===== config.mk =====
export PLATFORM = sky130hd
export DESIGN_NAME = gpio_toggle_intc
export DESIGN_NICKNAME = d
export VERILOG_FILES = /design/src/rtl/gti_pkg.sv /design/src/rtl/gti_sync.sv /design/src/rtl/gti_change.sv /design/src/rtl/gti_regfile.sv /design/src/rtl/gpio_toggle_intc.sv
export SDC_FILE = /design/constraint.sdc
export NUM_CORES = 1
export LEC_CHECK = 0
export BUFFER_PORTS_ARGS = -buffer_cell sky130_fd_sc_hd__buf_2
export CORE_MARGIN = 4
export CORE_UTILIZATION = 35
export CTS_CLUSTER_DIAMETER = 150
export CTS_CLUSTER_SIZE = 30
export DETAILED_ROUTE_END_ITERATION = 8
export SYNTH_ARGS = -nofsm -noshare
export SYNTH_HDL_FRONTEND = slang
export SYNTH_HIERARCHICAL = 1
export SYNTH_SLANG_ARGS = --single-unit
export TNS_END_PERCENT = 1

===== constraint.sdc =====
create_clock -name clk -period 2.01 [get_ports clk]
set_input_delay 0.402 -clock clk [delete_from_list [all_inputs] [get_ports clk]]
set_output_delay 0.402 -clock clk [all_outputs]
set_load 0.05 [all_outputs]

===== src/rtl/gti_pkg.sv =====
package gti_pkg;

   localparam int unsigned GTI_OFS_ENABLE  = 32'h0;
   localparam int unsigned GTI_OFS_PENDING = 32'h4;
   localparam int unsigned GTI_OFS_IDENT   = 32'h8;
   localparam int unsigned GTI_OFS_RAW     = 32'hC;

   typedef enum logic [1:0] {
      GTI_SEL_ENABLE,
      GTI_SEL_PENDING,
      GTI_SEL_IDENT,
      GTI_SEL_RAW
   } gti_sel_e;

   typedef struct packed {
      logic     hit;
      gti_sel_e sel;
   } gti_dec_t;

   // Map a byte address onto a register select; hit is low for holes.
   function automatic gti_dec_t gti_decode(input logic [31:0] addr);
      gti_dec_t d;
      d.hit = 1'b1;
      d.sel = GTI_SEL_ENABLE;
      case (addr)
         GTI_OFS_ENABLE:  d.sel = GTI_SEL_ENABLE;
         GTI_OFS_PENDING: d.sel = GTI_SEL_PENDING;
         GTI_OFS_IDENT:   d.sel = GTI_SEL_IDENT;
         GTI_OFS_RAW:     d.sel = GTI_SEL_RAW;
         default:         d.hit = 1'b0;
      endcase
      return d;
   endfunction

endpackage


===== src/rtl/gti_sync.sv =====
module gti_sync #(
   parameter int unsigned WIDTH  = 32,
   parameter int unsigned STAGES = 2
) (
   input  logic             clk,
   input  logic             rst_n,
   input  logic [WIDTH-1:0] async_in,
   output logic [WIDTH-1:0] sync_out
);

   logic [WIDTH-1:0] chain [STAGES];

   for (genvar s = 0; s < STAGES; s++) begin : g_stage
      if (s == 0) begin : g_first
         always_ff @(posedge clk or negedge rst_n) begin
            if (!rst_n) chain[s] <= '0;
            else        chain[s] <= async_in;
         end
      end else begin : g_next
         always_ff @(posedge clk or negedge rst_n) begin
            if (!rst_n) chain[s] <= '0;
            else        chain[s] <= chain[s-1];
         end
      end
   end

   assign sync_out = chain[STAGES-1];

endmodule


===== src/rtl/gti_change.sv =====
module gti_change #(
   parameter int unsigned WIDTH  = 32,
   parameter int unsigned SETTLE = 3
) (
   input  logic             clk,
   input  logic             rst_n,
   input  logic [WIDTH-1:0] level,
   output logic [WIDTH-1:0] toggled,
   output logic             armed
);

   localparam int unsigned CNT_W = $clog2(SETTLE + 1) + 1;
   localparam logic [CNT_W-1:0] CNT_DONE = CNT_W'(SETTLE);

   logic [WIDTH-1:0] level_q;
   logic [CNT_W-1:0] settle_cnt;

   // The previous level follows the input from the first edge on, so no
   // stale reset value is compared once the detector is armed.
   always_ff @(posedge clk or negedge rst_n) begin
      if (!rst_n) level_q <= '0;
      else        level_q <= level;
   end

   always_ff @(posedge clk or negedge rst_n) begin
      if (!rst_n)                   settle_cnt <= '0;
      else if (settle_cnt != CNT_DONE) settle_cnt <= settle_cnt + 1'b1;
   end

   assign armed   = (settle_cnt == CNT_DONE);
   assign toggled = armed ? (level ^ level_q) : '0;

endmodule


===== src/rtl/gti_regfile.sv =====
module gti_regfile
   import gti_pkg::*;
#(
   parameter int unsigned WIDTH     = 32,
   parameter int unsigned ADDR_W    = 4,
   parameter bit          RDATA_REG = 1'b1
) (
   input  logic              clk,
   input  logic              rst_n,
   input  logic              bus_en,
   input  logic              bus_we,
   input  logic [ADDR_W-1:0] bus_addr,
   input  logic [WIDTH-1:0]  bus_wdata,
   output logic [WIDTH-1:0]  bus_rdata,
   input  logic [WIDTH-1:0]  toggled,
   input  logic [WIDTH-1:0]  level,
   output logic [WIDTH-1:0]  enable_q,
   output logic [WIDTH-1:0]  pending_q,
   output logic              irq_q
);

   gti_dec_t         dec;
   logic             wr_acc;
   logic             rd_acc;
   logic [WIDTH-1:0] clr_mask;
   logic [WIDTH-1:0] ident;
   logic [WIDTH-1:0] rd_val;

   assign dec    = gti_decode(32'(bus_addr));
   assign wr_acc = bus_en & bus_we;
   assign rd_acc = bus_en & ~bus_we;

   assign clr_mask = (wr_acc && dec.hit && dec.sel == GTI_SEL_PENDING) ? bus_wdata : '0;
   assign ident    = pending_q & enable_q;

   always_ff @(posedge clk or negedge rst_n) begin
      if (!rst_n)
         enable_q <= '0;
      else if (wr_acc && dec.hit && dec.sel == GTI_SEL_ENABLE)
         enable_q <= bus_wdata;
   end

   // A toggle in the clearing cycle wins over the acknowledge.
   always_ff @(posedge clk or negedge rst_n) begin
      if (!rst_n) pending_q <= '0;
      else        pending_q <= (pending_q & ~clr_mask) | toggled;
   end

   always_ff @(posedge clk or negedge rst_n) begin
      if (!rst_n) irq_q <= 1'b0;
      else        irq_q <= |ident;
   end

   always_comb begin
      rd_val = '0;
      if (dec.hit) begin
         case (dec.sel)
            GTI_SEL_ENABLE:  rd_val = enable_q;
            GTI_SEL_PENDING: rd_val = pending_q;
            GTI_SEL_IDENT:   rd_val = ident;
            GTI_SEL_RAW:     rd_val = level;
            default:         rd_val = '0;
         endcase
      end
   end

   if (RDATA_REG) begin : g_rd_reg
      logic [WIDTH-1:0] rdata_q;
      always_ff @(posedge clk or negedge rst_n) begin
         if (!rst_n)      rdata_q <= '0;
         else if (rd_acc) rdata_q <= rd_val;
      end
      assign bus_rdata = rdata_q;
   end else begin : g_rd_comb
      assign bus_rdata = rd_val;
   end

endmodule


===== src/rtl/gpio_toggle_intc.sv =====
module gpio_toggle_intc #(
   parameter int unsigned NLINES      = 32,
   parameter int unsigned SYNC_STAGES = 2,
   parameter int unsigned ADDR_W      = 4,
   parameter bit          RDATA_REG   = 1'b1
) (
   input  logic              clk,
   input  logic              rst_n,
   input  logic [NLINES-1:0] line_in,
   input  logic              bus_en,
   input  logic              bus_we,
   input  logic [ADDR_W-1:0] bus_addr,
   input  logic [NLINES-1:0] bus_wdata,
   output logic [NLINES-1:0] bus_rdata,
   output logic              irq_out
);

   localparam int unsigned SETTLE = SYNC_STAGES + 1;

   if (NLINES < 1 || NLINES > 32) begin : g_bad_lines
      $error("gpio_toggle_intc: NLINES must lie in 1..32");
   end
   if (SYNC_STAGES < 2) begin : g_bad_sync
      $error("gpio_toggle_intc: SYNC_STAGES must be at least 2");
   end
   if (ADDR_W < 4 || ADDR_W > 32) begin : g_bad_addr
      $error("gpio_toggle_intc: ADDR_W must lie in 4..32");
   end

   logic [NLINES-1:0] line_sync;
   logic [NLINES-1:0] toggled;
   logic              armed;
   logic [NLINES-1:0] enable_q;
   logic [NLINES-1:0] pending_q;

   gti_sync #(.WIDTH(NLINES), .STAGES(SYNC_STAGES)) u_sync (
      .clk      (clk),
      .rst_n    (rst_n),
      .async_in (line_in),
      .sync_out (line_sync)
   );

   gti_change #(.WIDTH(NLINES), .SETTLE(SETTLE)) u_change (
      .clk     (clk),
      .rst_n   (rst_n),
      .level   (line_sync),
      .toggled (toggled),
      .armed   (armed)
   );

   gti_regfile #(.WIDTH(NLINES), .ADDR_W(ADDR_W), .RDATA_REG(RDATA_REG)) u_regs (
      .clk       (clk),
      .rst_n     (rst_n),
      .bus_en    (bus_en),
      .bus_we    (bus_we),
      .bus_addr  (bus_addr),
      .bus_wdata (bus_wdata),
      .bus_rdata (bus_rdata),
      .toggled   (toggled),
      .level     (line_sync),
      .enable_q  (enable_q),
      .pending_q (pending_q),
      .irq_q     (irq_out)
   );

endmodule


Word-level counts from Yosys, hierarchy flattened
Cells that the tools add are included.
{"block": "totals", "register_bits": 196, "in_bits": 72, "out_inout_bits": 33, "word_cells": 38}
{"block": "classes", "n_addsub": 1, "n_eq_ne": 8, "mux": 6, "bitwise_logic": 8, "n_reduce_logical": 7}
{"operator": "32-bit one-hot mux with 4 select lines", "count": 1}
{"operator": "32-bit 2-to-1 mux", "count": 3}
{"operator": "32-bit bitwise AND", "count": 2}
{"operator": "32-bit NOT", "count": 1}
{"operator": "32-bit OR", "count": 1}
{"operator": "32-bit OR reduction", "count": 1}
{"operator": "32-bit bitwise XOR", "count": 1}
{"operator": "4-bit == test, second input constant", "count": 2}
{"operator": "2-bit one-hot mux with 3 select lines", "count": 1}
{"operator": "2-bit == test, second input constant", "count": 2}
{"operator": "4-bit by 3-bit == test with 1-bit output, second input constant", "count": 1}
{"operator": "4-bit zero test", "count": 1}
{"operator": "4-bit OR reduction", "count": 1}
{"operator": "3-bit by 1-bit adder with 3-bit output, second input constant", "count": 1}
{"operator": "3-bit by 2-bit == test with 1-bit output, second input constant", "count": 1}
{"operator": "1-bit logical AND", "count": 3}
{"operator": "3-bit by 2-bit inequality test with 1-bit output, second input constant", "count": 1}
{"operator": "1-bit bitwise AND", "count": 2}
{"operator": "2-bit by 1-bit == test with 1-bit output, second input constant", "count": 1}
{"operator": "2-bit zero test", "count": 1}
{"operator": "1-bit 2-to-1 mux", "count": 1}
{"operator": "1-bit NOT", "count": 1}

Logic depth before layout (Yosys ltp)
Gate-level depths: netlist of run 1.
{"block": "depth", "ltp_word": 9, "ltp_mapped": 6, "ltp_nobuf": 5}

Hierarchy
Netlist of run 1, hierarchy kept.
{"module": "gti_regfile", "n_inst": 1, "cells_per_inst": 460, "area_each_um2": 4785.8}
{"module": "gti_sync", "n_inst": 1, "cells_per_inst": 96, "area_each_um2": 1841.8}
{"module": "gti_change", "n_inst": 1, "cells_per_inst": 110, "area_each_um2": 1481.4}

Worst setup path after synthesis of run 1
Ideal clock, no wire load.
{"block": "synth_timing", "path_type": "input to register", "start": "input bus_addr[1]", "end": "register u_regs.g_rd_reg.rdata_q[11] (netlist: u_regs/bus_rdata[11])", "setup_time_ns": 0.123, "t_arrival_ns": 1.452, "t_required_ns": 1.887, "slack_ns": 0.434, "stages": 6, "n_path_buf": 2, "path_cell_list": "or3b_1 -> buf_2 -> buf_6 -> a21o_1 -> a221oi_2 -> o21ai_1"}
{"block": "synth_via", "elab_chain_len": 5, "word_cells_on_any_way": 13, "classes_between": "6 x eq/ne; 4 x mux; 3 x reduce/logical"}
{"item": "start, declared", "line_no": "gpio_toggle_intc.sv:12", "source": "input logic [ADDR_W-1:0] bus_addr,"}
{"item": "4-bit == test / 4-bit by 3-bit == test with 1-bit output (equally long branches)", "line_no": "gti_pkg.sv:25", "source": "case (addr)"}
{"item": "2-bit one-hot mux with 3 select lines", "line_no": "gti_pkg.sv:25"}
{"item": "2-bit == test, or another cell as far along", "line_no": "gti_regfile.sv:57", "source": "case (dec.sel)"}
{"item": "32-bit one-hot mux with 4 select lines", "line_no": "gti_regfile.sv:57"}
{"item": "32-bit 2-to-1 mux (*)", "line_no": "gti_regfile.sv:56", "source": "if (dec.hit) begin"}
{"item": "end signal, assigned", "line_no": "gti_regfile.sv:71", "source": "else if (rd_acc) rdata_q <= rd_val;"}
{"item": "end, declared", "line_no": "gti_regfile.sv:68", "source": "logic [WIDTH-1:0] rdata_q;"}
Every way passes the cells marked *; elsewhere a longest branch is shown, timed or not.
A chain may end at the register's enable or synchronous reset.

Worst setup path in the final report of run 1
{"block": "layout_timing", "start": "register u_regs.pending_q[20]", "end": "register u_regs.irq_q"}
{"block": "layout_via", "elab_chain_len": 2}
{"item": "start, declared", "line_no": "gti_regfile.sv:18", "source": "output logic [WIDTH-1:0] pending_q,"}
{"item": "start signal, assigned", "line_no": "gti_regfile.sv:46", "source": "else pending_q <= (pending_q & ~clr_mask) | toggled;"}
{"item": "32-bit bitwise AND", "line_no": "gti_regfile.sv:34", "source": "assign ident = pending_q & enable_q;"}
{"item": "32-bit OR reduction", "line_no": "gti_regfile.sv:51", "source": "else irq_q <= |ident;"}
{"item": "end signal, assigned", "line_no": "gti_regfile.sv:51"}
{"item": "end, declared", "line_no": "gti_regfile.sv:19", "source": "output logic irq_q"}
No other way between the ends.

==> results of run 1 <==
[per-layer routing]
metal | vias up | global-route usage
li1 | 2437 | -
met3 | 19 | 0.0338
met4 | 0 | 0.0434
met2 | 116 | 0.261
met5 | - | 0
met1 | 2619 | 0.219
[sequential cells by signal (all words and copies together), names as in the netlist]
name / cells
u_regs/enable_q: 32
u_sync/chain: 32
u_change/level_q: 32
u_regs/bus_rdata: 32
u_regs/irq_q: 1
u_change/settle_cnt: 3
u_regs/pending_q: 32
u_sync/sync_out: 32
[repair_timing]
action	in CTS	in global routing
endpoints found under the setup margin	0	0
hold buffers	1	0
hold endpoints to repair	45	0
[cells in the final DEF, fill, tap and decap left out, drive strengths merged, types with 2 or more instances in the layout]
cell type,netlist,routed
buf,47,123
nand3b,4,4
mux2,33,33
a31oi,32,32
and2,33,33
clkinv,0,5
nand3,3,3
ha,3,3
a21o,28,28
bufinv,0,3
xor2,32,32
clkbuf,19,21
o21ai,66,66
nand2,38,38
and2b,4,4
a221oi,31,31
dfrtp,196,196
a21oi,4,4
nor2,33,33
a22o,3,3
clkinvlp,0,2
a22oi,10,10
nor3,5,5
inv,34,36
[worst reg2reg max path: stages, from the launching register on]
cell	delay, ns
dfrtp_1	0.41
a22o_1	0.29
a221oi_1	0.43
nand3_1	0.11
or4_1	0.53
[area by class of cell]
type	instances	area [um^2]
clock buffer	20	457
clock inverter	12	151
fill	2184	13200
inverter	34	128
multi-input combinational	370	2690
sequential	196	4900
tap	285	357
timing repair buffer	125	802
[power by group]
group | internal (mW) | switching, mW
Sequential | 4.23 | 0.246
Clock | 2.03 | 1.48
Combinational | 0.417 | 0.638
Total | 6.67 | 2.36
[worst min path at each step]
stage / start / to / cells after the start
after floorplan: rst_n / u_change/level_q[0]$_DFF_PN0_ / 0
after global placement: u_sync/chain[46]$_DFF_PN0_ / u_sync/sync_out[14]$_DFF_PN0_ / 0
after detailed placement: u_sync/chain[44]$_DFF_PN0_ / u_sync/sync_out[12]$_DFF_PN0_ / 0
after CTS: line_in[19] / u_sync/chain[51]$_DFF_PN0_ / 1
after global routing: line_in[6] / u_sync/chain[38]$_DFF_PN0_ / 1
final: line_in[14] / u_sync/chain[46]$_DFF_PN0_ / 1
[cell families after synthesis]
family,Yosys count,share of synthesized area
AO/OA/AOI/OAI,175,0.161
XOR/XNOR,33,0.0356
adder cells (fa/ha/maj),3,0.00463
buffers and inverters,100,0.0665
flip-flops,196,0.605
multiplexers,33,0.0458
AND/OR/NAND/NOR,126,0.0818
[per-stage QoR]
stage                     total power [mW]   util  hold slack, ns  std cells  cell area, um^2
final                                 9.03  0.418          0.0699       1042             9490
after global routing                  9.44  0.418          0.0485       1042             9490
after CTS                             9.14  0.418          0.0492       1042             9490
after detailed placement              5.61  0.390           0.335       1009             8870
after global placement                5.59  0.390           0.333       1009             8870
after floorplan                       5.18      -           0.106        666             8110
==> qor.yml, run 1 <==
global_route:
  grt_max_degree: 52
  grt_pass1_vias: 5493
  grt_pass1_wl_mm: 31.8
  antenna_found_initial: 0
  grt-ovfl-total: 0
  track_usage: 0.160
sta:
  fmax_ghz: 0.528
  fin_ws_ns: 0.115
  fin_setup_tns_ns: 0
  rsz0062_at_grt: "false"
  tightest_slew_ns: 0.777
  finalSetupViolCount: 0
  finalHoldViolations: 0
  fin_crit_sh: 0.943
  relSlewSlack: 0.480
  finalCriticalPeriod_ns: 1.89
  fin_skew_ns: 0.0115
  drv_slew: 0
synth:
  synth_area_per_cell_um2: 12.2
  synth_area_leaders: "dfrtp_1 60%, a221oi_2 4.8%, mux2_2 4.6%"
  synth-seq-cells: 196
  synth_top_area_frac: 0.605
  synth_nets: 741
  ys_types: 37
  synth_edf_count: 0
  ys.flop_type: "dfrtp_1"
  synthTopCellsByCount: "196 x dfrtp_1, 38 x nand2_1, 35 x o21ai_0"
  synth.most_common_cell: "dfrtp_1"
  synth_area_leader_cell: "dfrtp_1"
  synthesis.area_um2: 8110
  yosysWarnings: 6
  synth_cells: 666
  ys_seq_area_frac: 0.605
  ys_async_sr_fraction: 1.00
hold_path:
  hold_path_class: "in2reg"
routing:
  wl_mm: 20.0
  dr_wl_met3_um: 738
  firstDrtPassIters: 4
  met2WireLength_mm: 9.80
  top_layer_used: "met4"
  vias: 5191
  post-route-drc-count: 0
  wl_met1_mm: 9.21
  detail-route-antenna-nets: 0
  wl_per_cell_um: 19.1
  routed_via_density: 4.98
  drt_iter0_drc: 280
worst_setup_path:
  reg2regPathDepth: 4
  start_kind: "flip-flop"
  cp_cell_sequence: "a22o_1 -> a221oi_1 -> nand3_1 -> or4_1"
  worstPathRequired_ns: 2.31
  crit_buf_inv: 0
  r2r-end: "u_regs/irq_q$_DFF_PN0_"
  reg2reg_from: "u_regs/pending_q[20]$_DFF_PN0_"
  cp.depth: 4
  path_max_fanout: 3
  critPathKind: "reg2reg"
  critPathTopFamily: "compound AO/OA/AOI/OAI gates"
  end_kind: "flip-flop"
  crit_end: "u_regs/irq_q$_DFF_PN0_"
  cp_slowest_cell: "or4_1"
  startpoint: "u_regs/pending_q[20]$_DFF_PN0_"
  cp.arrival_ns: 2.20
  max_stage_delay_ns: 0.53
  r2r_slack_ns: 0.12
floorplanning:
  die_area_um2: 25700
  rows: 55
  core_um2: 22700
  initial_core_util: 0.357
  dieWidth_um: 160
  pin_count: 105
  die_y_um: 160
finish:
  syn_to_final_growth_pct: 17.0
  drive_gt1_frac: 0.330
  fin_nets: 819
  diodes: 0
clocking:
  cts_made_buffers: 17
  path_clk_slew_ns: 0.07
  cts_buffer_depth: 2
  ctsResizeCount: 0
  cts_max_level: 4
  cts_tree: "done"
  cts.sinks: 196
  postCtsSetupBuffers: 0
  insertion_delay_ns: 0.43
  root_buffer: "clkbuf_16"
placement:
  post-place-ws_ns: 0.101
  gp_congestion: 0.795
  dp_hpwl_mm: 12.9
  io_buffers: 104
power:
  powerDensity_nw_per_um2: 952
  irDropWorstVdd_v: 0.000575
  power.leakage_nw: 4.23
run_status:
  run_status: "completed"
job:
  maxCapViolCount: 0
No activity file was read; power rests on OpenSTA's default activity.
==> run 2: changes to the inputs <==
CTS_BUF_LIST = sky130_fd_sc_hd__clkbuf_2   (was default)
==> run 2 against run 1 <==
Non-clock buffer count rose by 64. Setup slack got worse by 0.023 ns. Critical endpoint is now bus_rdata[11]. Global-route usage rose by 0.23 points. Highest routed layer unchanged. Register-to-register slack improved by 0.09 ns. Sequential share of layout area fell by 1.6 points. Core utilization rose by 1.3 points.
==> qor.yml, run 2 (same netlist as run 1, synthesis figures left out) <==
worst_setup_path:
  startpoint: "u_regs/bus_rdata[11]$_DFFE_PN0P_"
  max_stage_delay_ns: 0.48  # -0.05 ns
  reg2regPathDepth: 4  # unchanged
  crit_buf_inv: 1  # +1
  r2r_slack_ns: 0.21  # +0.09 ns
  worstPathRequired_ns: 1.61  # -0.70 ns
  end_kind: "output port"
  cp.depth: 1  # -3
  path_max_fanout: 2  # -1
  cp.arrival_ns: 1.52  # -0.68 ns
  r2r-end: "u_regs/irq_q$_DFF_PN0_"
  reg2reg_from: "u_regs/pending_q[28]$_DFF_PN0_"
  critPathKind: "reg2out"
  start_kind: "flip-flop"
  cp_slowest_cell: "dfrtp_1"
  crit_end: "bus_rdata[11]"
  critPathTopFamily: "flip-flops"
  cp_cell_sequence: "clkbuf_4"
run_status:
  run_status: "completed"
sta:
  fin_crit_sh: 0.954  # +0.0115
  finalSetupViolCount: 0  # unchanged
  finalCriticalPeriod_ns: 1.92  # +0.0230 ns
  fmax_ghz: 0.521  # -1.2%
  tightest_slew_ns: 0.797  # +0.0208 ns
  drv_slew: 0  # unchanged
  fin_skew_ns: 0.0328  # +0.0213 ns
  relSlewSlack: 0.466  # -0.0139
  fin_ws_ns: 0.0923  # -0.0230 ns
  finalHoldViolations: 0  # unchanged
finish:
  multi_input_area_um2: 2690  # +0.23%
  fin_nets: 883  # +7.8%
  stdcell_area_um2: 9790  # +3.2%
  final_common_cell: "dfrtp_1"
  syn_to_final_growth_pct: 20.7
  final_cell_mix: "196 x dfrtp_1, 97 x buf_2, 65 x dlygate4sd3_1"
  nFillCells: 2183  # -0.046%
  ff_latch_area_um2: 4900  # unchanged
  drive_gt1_frac: 0.305  # -0.0257
routing:
  firstDrtPassIters: 6  # +2
  vias: 5392  # +3.9%
  drt_iter0_drc: 239  # -15%
  post-route-drc-count: 0  # unchanged
  detail-route-antenna-nets: 0  # unchanged
  routed_via_density: 4.87  # -2.2%
  wl_mm: 20.2  # +1.3%
  wl_per_cell_um: 18.3  # -4.7%
floorplanning:
  initial_core_util: 0.357  # unchanged
  die_area_um2: 25700  # unchanged
  rows: 55  # unchanged
  die_y_um: 160  # unchanged
  pin_count: 105  # unchanged
  dieWidth_um: 160  # unchanged
  core_um2: 22700  # unchanged
job:
  maxCapViolCount: 0  # unchanged
clocking:
  insertion_delay_ns: 0.77  # +0.34 ns
  cts.sinks: 196  # unchanged
  cts_made_buffers: 17  # unchanged
  root_buffer: "clkbuf_2"
  path_clk_slew_ns: 0.27  # +0.20 ns
  cts_max_level: 4  # unchanged
  cts_tree: "done"
  cts_buffer_depth: 2  # unchanged
global_route:
  grt-ovfl-total: 0  # unchanged
  grt_pass1_wl_mm: 32.4  # +2.1%
  track_usage: 0.163  # +0.00230
  grt_max_degree: 52  # unchanged
  antenna_found_initial: 1  # +1
  grt_pass1_vias: 5696  # +3.7%
placement:
  gp_congestion: 0.795  # unchanged
  post-place-ws_ns: 0.101  # unchanged
  post_dp_cell_area_um2: 8870  # unchanged
  io_buffers: 104  # unchanged
  dp_hpwl_mm: 12.9  # unchanged
power:
  power_switching_mw: 2.23  # -5.6%
  clock_power_share: 0.263  # -0.125
  combPwrFrac: 0.152  # +0.035
  power.leakage_nw: 4.35  # +2.9%
  powerDensity_nw_per_um2: 782  # -18%
  swShare: 0.291  # +0.0297
  p_int_mw: 5.43  # -19%
  irDropWorstVdd_v: 0.000366  # -36%
  p_seq_frac: 0.585  # +0.090
hold_path:
  hold_path_class: "in2async"
==> run 2: cell count changes in the layout (fill, tap and decap cells not counted), sizes merged <==
| cell | change |
|---|---|
| diode | +1 |
| dlygate4sd3 | +64 |
| clkinv | +2 |
| clkbuf | +4 |
| buf | -6 |
==> run 2: worst register-to-register path: stages, from the launching register on <==
cell	delay, ns
dfrtp_1	0.50
a22o_1	0.26
a221oi_1	0.32
nand3_1	0.14
or4_1	0.51
==> run 2: how the worst min path moves through the flow <==
stage	to
final	u_sync/chain[38]$_DFF_PN0_
after floorplan	u_change/level_q[0]$_DFF_PN0_
after detailed placement	u_sync/sync_out[12]$_DFF_PN0_
after global routing	u_sync/sync_out[6]$_DFF_PN0_
after CTS	u_regs/bus_rdata[26]$_DFFE_PN0P_
after global placement	u_sync/sync_out[14]$_DFF_PN0_
==> run 2: what timing repair did <==
item                       4_1_cts  5_1_grt
hold buffers                    65        0
hold endpoints to repair       292        0
setup endpoints to repair        0        7
gates resized for setup          0        7
setup buffers                    0        0
==> run 2: power by group through the flow <==
stage          Clock, mW  Combinational [mW]  Sequential [mW]
6_report            2.01                1.16             4.48
5_1_grt             2.26                1.27             4.52
3_5_place_dp           0                1.06             4.55
2_1_floorplan          0               0.540             4.64
3_3_place_gp           0                1.05             4.54
4_1_cts             2.10                1.17             4.48
==> run 2: stage by stage <==
| step | cells | setup TNS (ns) | power [mW] | utilization | hold WS, ns |
|---|---|---|---|---|---|
| after floorplan | 666 | 0 | 5.18 | - | 0.106 |
| after global placement | 1009 | 0 | 5.59 | 0.390 | 0.333 |
| after detailed placement | 1009 | 0 | 5.61 | 0.390 | 0.335 |
| after CTS | 1106 | 0 | 7.74 | 0.430 | 0.0495 |
| after global routing | 1107 | -0.00204 | 8.05 | 0.431 | 0.0462 |
| final | 1107 | 0 | 7.65 | 0.431 | 0.111 |
==> run 2: cell type report <==
type,count,share of cell area
flip-flops and latches,196,0.501
well taps,285,0.0364
inverters,34,0.0130
clock buffers,18,0.00920
repair buffers,189,0.149
clock inverters,14,0.0162
multi-input cells,370,0.275
diodes,1,0.000256
==> run 2: layer usage <==
metal / vias to the layer above / routed length (um) / track usage
met5: - / 0 / 0
met4: 0 / 234 / 0.0426
met3: 13 / 793 / 0.0330
met2: 118 / 9700 / 0.262
met1: 2689 / 9480 / 0.226
li1: 2572 / - / -
